`src/rtl/ipf_pkg.sv`:
```
package ipf_pkg;
  localparam int unsigned LINE_BYTES  = 16;
  localparam int unsigned LINE_W      = LINE_BYTES * 8;
  localparam int unsigned BURST_BYTES = 2 * LINE_BYTES;
  localparam int unsigned BURST_W     = BURST_BYTES * 8;
  localparam int unsigned LINE_OFS    = $clog2(LINE_BYTES);
  localparam int unsigned BURST_OFS   = $clog2(BURST_BYTES);
endpackage

```
`src/rtl/ipf_burst_ctl.sv`:
```
module ipf_burst_ctl
  import ipf_pkg::*;
#(
  parameter int unsigned ADDR_W = 32,
  parameter int unsigned BEAT_W = 64,
  localparam int unsigned LA_W  = ADDR_W - LINE_OFS,
  localparam int unsigned BA_W  = ADDR_W - BURST_OFS
) (
  input  logic              clk_i,
  input  logic              rst_ni,
  input  logic              start_i,
  input  logic [ADDR_W-1:0] start_addr_i,
  input  logic              nc_i,
  input  logic              mem_rvalid_i,
  input  logic [BEAT_W-1:0] mem_rdata_i,
  input  logic              dsnp_valid_i,
  input  logic [LA_W-1:0]   dsnp_line_i,
  input  logic              inq_valid_i,
  input  logic [LA_W-1:0]   inq_line_i,
  output logic              busy_o,
  output logic              done_o,
  output logic              nc_o,
  output logic              mem_req_o,
  output logic [ADDR_W-1:0] mem_addr_o,
  output logic              miss_keep_o,
  output logic              other_keep_o,
  output logic [LA_W-1:0]   miss_line_o,
  output logic [LA_W-1:0]   other_line_o,
  output logic [LINE_W-1:0] miss_data_o,
  output logic [LINE_W-1:0] other_data_o
);
  localparam int unsigned BEATS = BURST_W / BEAT_W;
  localparam int unsigned HALF  = BEATS / 2;
  localparam int unsigned CNT_W = $clog2(BEATS);

  logic             busy_q, done_q, nc_q, half_q, req_q;
  logic             miss_keep_q, other_keep_q;
  logic [BA_W-1:0]  base_q;
  logic [CNT_W-1:0] cnt_q;
  logic [BEAT_W-1:0] beat_q [BEATS];
  logic [LINE_W-1:0] half_data [2];

  logic [LA_W-1:0] st_miss, st_other, cur_miss, cur_other;
  logic            beat_ok, last_beat;

  assign st_miss   = start_addr_i[ADDR_W-1:LINE_OFS];
  assign st_other  = {start_addr_i[ADDR_W-1:BURST_OFS], ~start_addr_i[LINE_OFS]};
  assign cur_miss  = {base_q, half_q};
  assign cur_other = {base_q, ~half_q};
  assign beat_ok   = busy_q && !done_q && mem_rvalid_i;
  assign last_beat = beat_ok && (cnt_q == CNT_W'(BEATS - 1));

  function automatic logic dhit(input logic [LA_W-1:0] l);
    return dsnp_valid_i && (dsnp_line_i == l);
  endfunction
  function automatic logic ihit(input logic [LA_W-1:0] l);
    return inq_valid_i && (inq_line_i == l);
  endfunction

  always_ff @(posedge clk_i or negedge rst_ni) begin
    if (!rst_ni) begin
      busy_q       <= 1'b0;
      done_q       <= 1'b0;
      nc_q         <= 1'b0;
      half_q       <= 1'b0;
      req_q        <= 1'b0;
      miss_keep_q  <= 1'b0;
      other_keep_q <= 1'b0;
      base_q       <= '0;
      cnt_q        <= '0;
    end else begin
      req_q <= start_i;
      if (start_i) begin
        busy_q       <= 1'b1;
        nc_q         <= nc_i;
        half_q       <= start_addr_i[LINE_OFS];
        base_q       <= start_addr_i[ADDR_W-1:BURST_OFS];
        cnt_q        <= '0;
        // line-fill half ignores inquiries unless it is headed for the store
        miss_keep_q  <= !(dhit(st_miss) || (nc_i && ihit(st_miss)));
        other_keep_q <= !(dhit(st_other) || ihit(st_other));
      end else if (done_q) begin
        done_q <= 1'b0;
        busy_q <= 1'b0;
      end else if (busy_q) begin
        if (dhit(cur_miss) || (nc_q && ihit(cur_miss))) miss_keep_q <= 1'b0;
        if (dhit(cur_other) || ihit(cur_other))         other_keep_q <= 1'b0;
        if (beat_ok) cnt_q <= cnt_q + 1'b1;
        if (last_beat) done_q <= 1'b1;
      end
    end
  end

  always_ff @(posedge clk_i) begin
    if (beat_ok) beat_q[cnt_q] <= mem_rdata_i;
  end

  for (genvar h = 0; h < 2; h++) begin : g_half
    for (genvar k = 0; k < HALF; k++) begin : g_beat
      assign half_data[h][k*BEAT_W +: BEAT_W] = beat_q[h*HALF + k];
    end
  end

  assign busy_o       = busy_q;
  assign done_o       = done_q;
  assign nc_o         = nc_q;
  assign mem_req_o    = req_q;
  assign mem_addr_o   = {base_q, {BURST_OFS{1'b0}}};
  assign miss_keep_o  = miss_keep_q;
  assign other_keep_o = other_keep_q;
  assign miss_line_o  = cur_miss;
  assign other_line_o = cur_other;
  assign miss_data_o  = half_data[half_q];
  assign other_data_o = half_data[~half_q];
endmodule

```
`src/rtl/ipf_pf_store.sv`:
```
module ipf_pf_store
  import ipf_pkg::*;
#(
  parameter int unsigned LA_W  = 28,
  parameter int unsigned LINES = 2,
  localparam int unsigned PTR_W = $clog2(LINES)
) (
  input  logic              clk_i,
  input  logic              rst_ni,
  input  logic [LA_W-1:0]   lk_line_i,
  output logic              hit_o,
  output logic [LINE_W-1:0] hit_data_o,
  input  logic              wr_en_i,
  input  logic              wr_two_i,
  input  logic [LA_W-1:0]   wr_line0_i,
  input  logic [LINE_W-1:0] wr_data0_i,
  input  logic              wr_keep0_i,
  input  logic [LA_W-1:0]   wr_line1_i,
  input  logic [LINE_W-1:0] wr_data1_i,
  input  logic              wr_keep1_i,
  input  logic              dsnp_valid_i,
  input  logic [LA_W-1:0]   dsnp_line_i,
  input  logic              inq_valid_i,
  input  logic [LA_W-1:0]   inq_line_i
);
  logic [LA_W-1:0]   line_q [LINES];
  logic [LINE_W-1:0] data_q [LINES];
  logic [LINES-1:0]  vld_q;
  logic [PTR_W-1:0]  ptr_q, ptr_nx1;
  logic              snp_w0, snp_w1;

  assign ptr_nx1 = ptr_q + 1'b1;
  assign snp_w0  = (dsnp_valid_i && dsnp_line_i == wr_line0_i) ||
                   (inq_valid_i && inq_line_i == wr_line0_i);
  assign snp_w1  = (dsnp_valid_i && dsnp_line_i == wr_line1_i) ||
                   (inq_valid_i && inq_line_i == wr_line1_i);

  for (genvar g = 0; g < LINES; g++) begin : g_ent
    logic sel0, sel1, snp;
    assign sel0 = wr_en_i && (ptr_q == PTR_W'(g));
    assign sel1 = wr_en_i && wr_two_i && (ptr_nx1 == PTR_W'(g));
    assign snp  = (dsnp_valid_i && dsnp_line_i == line_q[g]) ||
                  (inq_valid_i && inq_line_i == line_q[g]);

    always_ff @(posedge clk_i or negedge rst_ni) begin
      if (!rst_ni)   vld_q[g] <= 1'b0;
      else if (sel0) vld_q[g] <= wr_keep0_i && !snp_w0;
      else if (sel1) vld_q[g] <= wr_keep1_i && !snp_w1;
      else if (snp)  vld_q[g] <= 1'b0;
    end

    always_ff @(posedge clk_i) begin
      if (sel0) begin
        line_q[g] <= wr_line0_i;
        data_q[g] <= wr_data0_i;
      end else if (sel1) begin
        line_q[g] <= wr_line1_i;
        data_q[g] <= wr_data1_i;
      end
    end
  end

  always_ff @(posedge clk_i or negedge rst_ni) begin
    if (!rst_ni)      ptr_q <= '0;
    else if (wr_en_i) ptr_q <= wr_two_i ? ptr_q + PTR_W'(2) : ptr_nx1;
  end

  always_comb begin
    hit_o      = 1'b0;
    hit_data_o = '0;
    for (int i = 0; i < LINES; i++) begin
      if (!hit_o && vld_q[i] && line_q[i] == lk_line_i) begin
        hit_o      = 1'b1;
        hit_data_o = data_q[i];
      end
    end
  end
endmodule

```
`src/rtl/ipf_prefetch.sv`:
```
module ipf_prefetch
  import ipf_pkg::*;
#(
  parameter int unsigned ADDR_W   = 32,
  parameter int unsigned BEAT_W   = 64,
  parameter int unsigned PF_LINES = 2
) (
  input  logic              clk_i,
  input  logic              rst_ni,
  input  logic              fetch_req_i,
  input  logic [ADDR_W-1:0] fetch_addr_i,
  input  logic              fetch_nc_i,
  output logic              fetch_rvalid_o,
  output logic [127:0]      fetch_rdata_o,
  output logic              fill_valid_o,
  output logic [ADDR_W-1:0] fill_addr_o,
  output logic [127:0]      fill_data_o,
  output logic              mem_req_o,
  output logic [ADDR_W-1:0] mem_addr_o,
  input  logic              mem_rvalid_i,
  input  logic [BEAT_W-1:0] mem_rdata_i,
  input  logic              dsnp_valid_i,
  input  logic [ADDR_W-1:0] dsnp_addr_i,
  input  logic              inq_valid_i,
  input  logic [ADDR_W-1:0] inq_addr_i
);
  localparam int unsigned LA_W = ADDR_W - LINE_OFS;

  logic              busy, done, nc, miss_keep, other_keep;
  logic              accept, hit, start, hit_q;
  logic [LA_W-1:0]   miss_line, other_line, dsnp_line, inq_line;
  logic [LINE_W-1:0] miss_data, other_data, hit_data, hit_data_q;

  assign dsnp_line = dsnp_addr_i[ADDR_W-1:LINE_OFS];
  assign inq_line  = inq_addr_i[ADDR_W-1:LINE_OFS];
  assign accept    = fetch_req_i && !busy;
  assign start     = accept && !hit;

  ipf_burst_ctl #(.ADDR_W(ADDR_W), .BEAT_W(BEAT_W)) u_ctl (
    .clk_i, .rst_ni,
    .start_i(start), .start_addr_i(fetch_addr_i), .nc_i(fetch_nc_i),
    .mem_rvalid_i, .mem_rdata_i,
    .dsnp_valid_i, .dsnp_line_i(dsnp_line),
    .inq_valid_i, .inq_line_i(inq_line),
    .busy_o(busy), .done_o(done), .nc_o(nc),
    .mem_req_o, .mem_addr_o,
    .miss_keep_o(miss_keep), .other_keep_o(other_keep),
    .miss_line_o(miss_line), .other_line_o(other_line),
    .miss_data_o(miss_data), .other_data_o(other_data)
  );

  ipf_pf_store #(.LA_W(LA_W), .LINES(PF_LINES)) u_store (
    .clk_i, .rst_ni,
    .lk_line_i(fetch_addr_i[ADDR_W-1:LINE_OFS]),
    .hit_o(hit), .hit_data_o(hit_data),
    .wr_en_i(done), .wr_two_i(nc),
    .wr_line0_i(nc ? miss_line : other_line),
    .wr_data0_i(nc ? miss_data : other_data),
    .wr_keep0_i(nc ? miss_keep : other_keep),
    .wr_line1_i(other_line), .wr_data1_i(other_data), .wr_keep1_i(other_keep),
    .dsnp_valid_i, .dsnp_line_i(dsnp_line),
    .inq_valid_i, .inq_line_i(inq_line)
  );

  always_ff @(posedge clk_i or negedge rst_ni) begin
    if (!rst_ni) hit_q <= 1'b0;
    else         hit_q <= accept && hit;
  end

  always_ff @(posedge clk_i) begin
    if (accept && hit) hit_data_q <= hit_data;
  end

  assign fill_valid_o   = done && !nc && miss_keep;
  assign fill_addr_o    = {miss_line, {LINE_OFS{1'b0}}};
  assign fill_data_o    = miss_data;
  assign fetch_rvalid_o = hit_q || (done && nc && miss_keep);
  assign fetch_rdata_o  = hit_q ? hit_data_q : miss_data;
endmodule


```
`config.mk`:
```
export PLATFORM = sky130hd
export DESIGN_NAME = ipf_prefetch
export DESIGN_NICKNAME = d
export VERILOG_FILES = /design/src/rtl/ipf_pkg.sv /design/src/rtl/ipf_burst_ctl.sv /design/src/rtl/ipf_pf_store.sv /design/src/rtl/ipf_prefetch.sv
export SDC_FILE = /design/constraint.sdc
export NUM_CORES = 1
export LEC_CHECK = 0
export BUFFER_PORTS_ARGS = -buffer_cell sky130_fd_sc_hd__buf_4
export CAP_MARGIN = 20
export CORE_ASPECT_RATIO = 0.7
export CORE_UTILIZATION = 65
export CTS_BUF_LIST = sky130_fd_sc_hd__clkbuf_2
export CTS_CLUSTER_DIAMETER = 80
export DETAILED_ROUTE_END_ITERATION = 6
export PLACE_DENSITY = 0.86
export SLEW_MARGIN = 10
export SYNTH_ARGS = -nofsm -noshare
export SYNTH_HDL_FRONTEND = slang
export SYNTH_HIERARCHICAL = 1
export SYNTH_SLANG_ARGS = --single-unit
```
`constraint.sdc`:
```
create_clock -name clk_i -period 12 [get_ports clk_i]
set_clock_uncertainty 0.1 [all_clocks]
set_input_delay 2.4 -clock clk_i [delete_from_list [all_inputs] [get_ports clk_i]]
set_output_delay 2.4 -clock clk_i [all_outputs]
set_load 0.03 [all_outputs]
```
; After elaboration in Yosys (flattened, before gate mapping)
; Memories as Yosys holds them, arrays and structs flattened.
; Index checks and enable logic that the tools add are counted.
; W data, S select, Z words.
[totals]
ff_bits = 168
mem_bits_rw = 568
input_bits = 167
out_inout_bits = 323
wordCells = 166
n_memories = 3
[classes]
n_addsub = 2
order_cmp = 2
n_eq_ne = 18
mux = 53
n_bitwise = 11
n_reduce_logical = 63
[memory_table]
columns = name, words, word_bits, read_ports, rd_clocked_by_memory_dff, write_ports, line
row1 = u_ctl.beat_q, 4, 64, 4, 0, 1, ipf_burst_ctl.sv:40  ; logic [BEAT_W-1:0] beat_q [BEATS];
row2 = u_store.data_q, 2, 128, 2, 0, 2, ipf_pf_store.sv:27  ; logic [LINE_W-1:0] data_q [LINES];
row3 = u_store.line_q, 2, 28, 2, 0, 2, ipf_pf_store.sv:26  ; logic [LA_W-1:0] line_q [LINES];
[op_table]
columns = operator, n
row1 = $mux W128, 12
row2 = $eq A28 B28 Y1, 16
row3 = $mux W28, 2
row4 = $logic_and A1 B1 Y1, 35
row5 = $mux W1, 35
row6 = $reduce_bool A2 Y1, 5
row7 = $logic_not A1 Y1, 9
row8 = $reduce_and A3 Y1, 3
row9 = $logic_or A1 B1 Y1, 8
row10 = $mux W2, 4
row11 = $reduce_bool A3 Y1, 2
row12 = $not A1 Y1, 5
row13 = $ge A2 B2 Y1 const B, 2
row14 = $not A1 Y2, 2
row15 = $or A1 B1 Y1, 4
row16 = $add A2 B1 Y2 const B, 1
row17 = $eq A2 B2 Y1 const B, 1
row18 = $ne A2 B1 Y1 const B, 1
row19 = $reduce_and A2 Y1, 1
row20 = $add A1 B1 Y1 const B, 1

; Longest topological paths before layout
; An unclocked memory read counts as a cell.
[depth]
ltp_word = 12
depth_mapped = 12
depth_no_buf = 8

; Hierarchy
; The synthesis kept the hierarchy.
[by_module_without_submodules]
columns = mod, n_inst, cells_each, area_each_um2, seq_area_each_um2
row1 = ipf_pf_store, 1, 1517, 18262.5, 9444.1
row2 = ipf_burst_ctl, 1, 855, 13860.8, 8588.2
row3 = ipf_prefetch, 1, 455, 7798.7, 3868.7

; Least setup slack after synthesis
; No wires, ideal clock.
[synth_path]
path_type = in2reg
from = in fetch_addr_i[23]
to = reg hit_data_q[0], enable pin
setup_ns = 0.504
t_arrival_ns = 6.721
required_time_ns = 11.396
slack_ns = 4.675
stages = 8
path_buffers = 2
path_cell_list = xor2_1 > nor4_1 > nand3_1 > nor4_2 > buf_2 > buf_2 > or2_2 > and3b_1
[synth_via]
elab_chain_cells = 8
word_cells_on_any_way = 9
classes_between = 2 x eq/ne / 2 x mux / 5 x reduce/logical
[synth_rtl]
columns = element, line
row1 = "start, declared", ipf_prefetch.sv:11  ; input logic [ADDR_W-1:0] fetch_addr_i,
row2 = $eq A28 B28 Y1, ipf_pf_store.sv:72  ; if (!hit_o && vld_q[i] && line_q[i] == lk_line_i) begin
row3 = $logic_and A1 B1 Y1, ipf_pf_store.sv:72
row4 = $mux W1, ipf_pf_store.sv:72
row5 = $logic_not A1 Y1, ipf_pf_store.sv:72
row6 = $logic_and A1 B1 Y1 (2 in series), ipf_pf_store.sv:72
row7 = $mux W1 *, ipf_pf_store.sv:72
row8 = net hit, ipf_prefetch.sv:30  ; logic accept, hit, start, hit_q;
row9 = $logic_and A1 B1 Y1 *, ipf_prefetch.sv:71  ; if (accept && hit) hit_data_q <= hit_data;
row10 = "end signal, assigned", ipf_prefetch.sv:71
row11 = "end, declared", ipf_prefetch.sv:32  ; logic [LINE_W-1:0] miss_data, other_data, hit_data, hit_data_q;
; The timed path passes the listed nets; every way through them passes the cells marked *.
; A chain may end at the register's enable or synchronous reset.

; Worst setup path after layout
[layout_path]
from = reg hit_q
to = out fetch_rdata_o[2]
[layout_via]
elab_chain_cells = 1
[layout_rtl]
columns = element, line
row1 = "start, declared", ipf_prefetch.sv:30
row2 = "start signal, assigned", ipf_prefetch.sv:67  ; else hit_q <= accept && hit;
row3 = $mux W128, ipf_prefetch.sv:78  ; assign fetch_rdata_o = hit_q ? hit_data_q : miss_data;
row4 = "end, declared", ipf_prefetch.sv:14  ; output logic [127:0] fetch_rdata_o,
; Every way passes these cells.

==> impl_metrics.yaml <==
run_status:
  status: "finished, final reports clean"
pwr:
  power_density_nw_per_um2: 240.8
  p_switching_mw: 4.528
  power_frac_comb_pct: 48.6
  leakage_nw: 16.09
  swShare_pct: 41.65
  clkPwrFrac_pct: 16.1
  internal-power_mw: 6.343
  power_frac_seq_pct: 35.2
  ir_worst_vdd_mv: 0.1766
cts:
  cts_made_buffers: 169
  htree_num_levels: 4
  cts_root_buf: "clkbuf_2"
  cts_resized: 0
  cts_hold_buf: 0
  cts_tree: "built"
  cts_setup_buffers: 0
  cts.sinks: 736
  clk_path_buf_depth: 3
  path_clk_slew_ps: 120
  clk_latency_ps: 1440
route:
  dr.pass1.iters: 6
  wl_um: 131400
  vias_per_cell: 6.466
  post_drt_wl_per_cell_um: 31.01
  ant_nets: 0
  drt-initial-drc-count: 3338
  drc_errors: 0
  dr_total_vias: 27411
logic_synthesis:
  seq_area_frac_synth_pct: 54.86
  yosysWarnings: 6
  avgSynthCellArea_sq_um: 14.12
  synthFlopType: "edfxtp_1"
  syn_area_sq_um: 39920
  netlist-cell-type-count: 47
  synth_cells: 2827
  async_flop_share_pct: 5.435
  yosys_register_bits: 736
  synth_edf_count: 696
timing:
  period_minus_slack_ps: 7014
  rsz0062_at_grt: "no"
  post-route-period-util_pct: 58.45
  max_slew_margin_pct: 18.22
  report.final.slew_viol_count: 0
  setup_viol: 0
  fmax_mhz: 142.6
  fin_hold_ws_ps: 428.2
  finalHoldViolCount: 0
  tightest_slew_ps: 1215
  tns_ps: 0
layout:
  area_growth_pct: 13.07
  drive_above_1_share_pct: 40.70
  nets: 3451
global_routing:
  grt_usage_pct: 41.35
  antenna_found_initial: 7
  overflow: 0
  grt_start_max_net_pins: 172
  grt_pass1_vias: 27166
  grt_pass1_wl_um: 185900
placement:
  io_buffers: 468
  dp_hpwl_um: 86290
  routabilityCongestion: 1.021
critical_path:
  path_cells: "buf_4 > buf_4 > mux2_2 > buf_4"
  slowest_stage: "buf_4"
  critPathLaunchType: "flip-flop"
  critPathMaxStageDelay_ps: 830
  path_class: "reg2out"
  critPathRequiredTime_ps: 9500
  crit_fanout: 56
  worstPathArrival_ps: 4510
  end_kind: "output port"
  cp_common_cell: "buf_4"
floorplan:
  fp.dieH_um: 209.3
  io_pins: 490
  dieArea_sq_um: 62430
  rows: 75
  initial_core_util_pct: 66.16
  core_sq_um: 60340
  die_w_um: 298.2
min_path:
  min_path_type: "reg2reg"
run:
  max-cap-violations: 0
-- cell usage after synthesis (all sizes together) (3+ instances only) --
library cell	n	area (sq um)
xor2	182	1594
nand2	274	1028
nand2b	3	18.77
nor3	6	30.03
mux2	878	10260
dfrtp	40	1001
nor4	56	384.1
inv	9	33.78
nand3	11	55.05
ha	4	50.05
edfxtp	696	20900
o21ai	137	685.7
xnor2	209	1831
clkbuf	59	231.5
nand4	61	381.6
buf	169	1200
and3	4	25.02
-- flip-flops by register name, indices dropped and copies added (netlist names) --
signal,count
hit_q,1
u_ctl/other_keep_o,1
u_ctl/busy_o,1
u_store/line_q,56
u_ctl/cnt_q,2
u_ctl/mem_req_o,1
u_store/data_q,256
u_ctl/base_q,27
u_ctl/miss_keep_o,1
u_store/ptr_q,1
hit_data_q,128
u_ctl/nc_o,1
u_ctl/done_o,1
u_ctl/half_q,1
u_ctl/beat_q,256
u_store/vld_q,2
-- placed cells by master, fill, tap and decap left out, types with 4 or more instances in the layout --
cell	count
xor2_1	182
mux2_4	100
clkinv_1	36
nand4_1	61
bufinv_16	5
xnor2_1	209
inv_1	8
dfrtp_1	37
and3_4	4
inv_2	4
o21ai_1	41
nand3_1	9
buf_4	492
nand2_1	274
nor3_1	6
clkbuf_2	261
conb_1	9
buf_2	5
mux2_2	494
nor4_1	52
buf_12	4
ha_1	4
diode_2	11
edfxtp_1	696
o21ai_0	96
mux2_1	284
-- final cells by class --
class / count / area, sq um
flip-flops and latches: 736 / 21910
multi-input cells: 1861 / 16660
fillers: 3475 / 15200
repair buffers: 503 / 3854
clock buffers: 261 / 1306
well taps: 808 / 1011
clock inverters: 50 / 336.6
inverters: 9 / 33.78
diodes: 11 / 27.53
-- worst max-delay path: cells and delay by family (launching register included) --
| family | cells | cell delay (ps) |
|---|---|---|
| buffers and inverters | 3 | 1620 |
| flip-flops | 1 | 800 |
| multiplexers | 1 | 490 |
-- path summary, 6_finish.rpt --
path | start | end | slack (ps) | cells past startpoint
worst max-delay path | hit_q | fetch_rdata_o[2] | 4990 | 4
worst min-delay path | u_store/data_q[0][94] | hit_data_q[94] | 430 | 2
worst max register to register | u_store/line_q[1][18] | hit_data_q[40] | 7370 | 8
worst min register to register | u_store/data_q[0][94] | hit_data_q[94] | 430 | 2
max in group asynchronous | rst_ni | u_ctl/nc_o | 10400 | 1
min in group asynchronous | rst_ni | u_ctl/base_q[18] | 870 | 1
-- per-layer routing --
layer  routed length [um]  global-route usage (%)  vias to the layer above  part of all wire (%)
met5                   26                       0                        -                 0.020
met4                 4206                   14.32                        4                   3.2
met3                17120                   14.12                      285                    13
met2                58850                   61.76                     2098                    45
met1                51240                   56.63                    13570                    39
li1                     -                       -                    11454                     -
-- kinds of logic after synthesis --
family,Yosys count,synth area share [%]
AO/OA/AOI/OAI,153,2.037
XOR/XNOR,391,8.578
adder cells (fa/ha/maj),4,0.1254
buffers and inverters,237,3.670
flip-flops,736,54.86
multiplexers,878,25.71
other,2,0.01881
AND/OR/NAND/NOR,426,5.005
-- through the flow --
stage	utilization [%]	area (sq um)	cells	power (mW)	setup slack [ps]
2_1_floorplan	-	39950	2834	7.397	4675
3_3_place_gp	71.91	43390	3910	8.752	5879
3_5_place_dp	71.96	43420	3911	8.986	5758
4_1_cts	74.68	45060	4222	10.75	4919
5_1_grt	74.79	45130	4233	11.20	4865
6_report	74.81	45140	4239	10.87	4986
-- power by group through the flow --
stage          combinational (mW)  sequential, mW  clock [mW]
2_1_floorplan                3.67            3.73           0
3_3_place_gp                 4.92            3.83           0
3_5_place_dp                 5.12            3.87           0
4_1_cts                      5.17            3.81        1.77
5_1_grt                      5.45            3.85        1.89
6_report                     5.28            3.83        1.75
(Power assumes the default switching activity.)
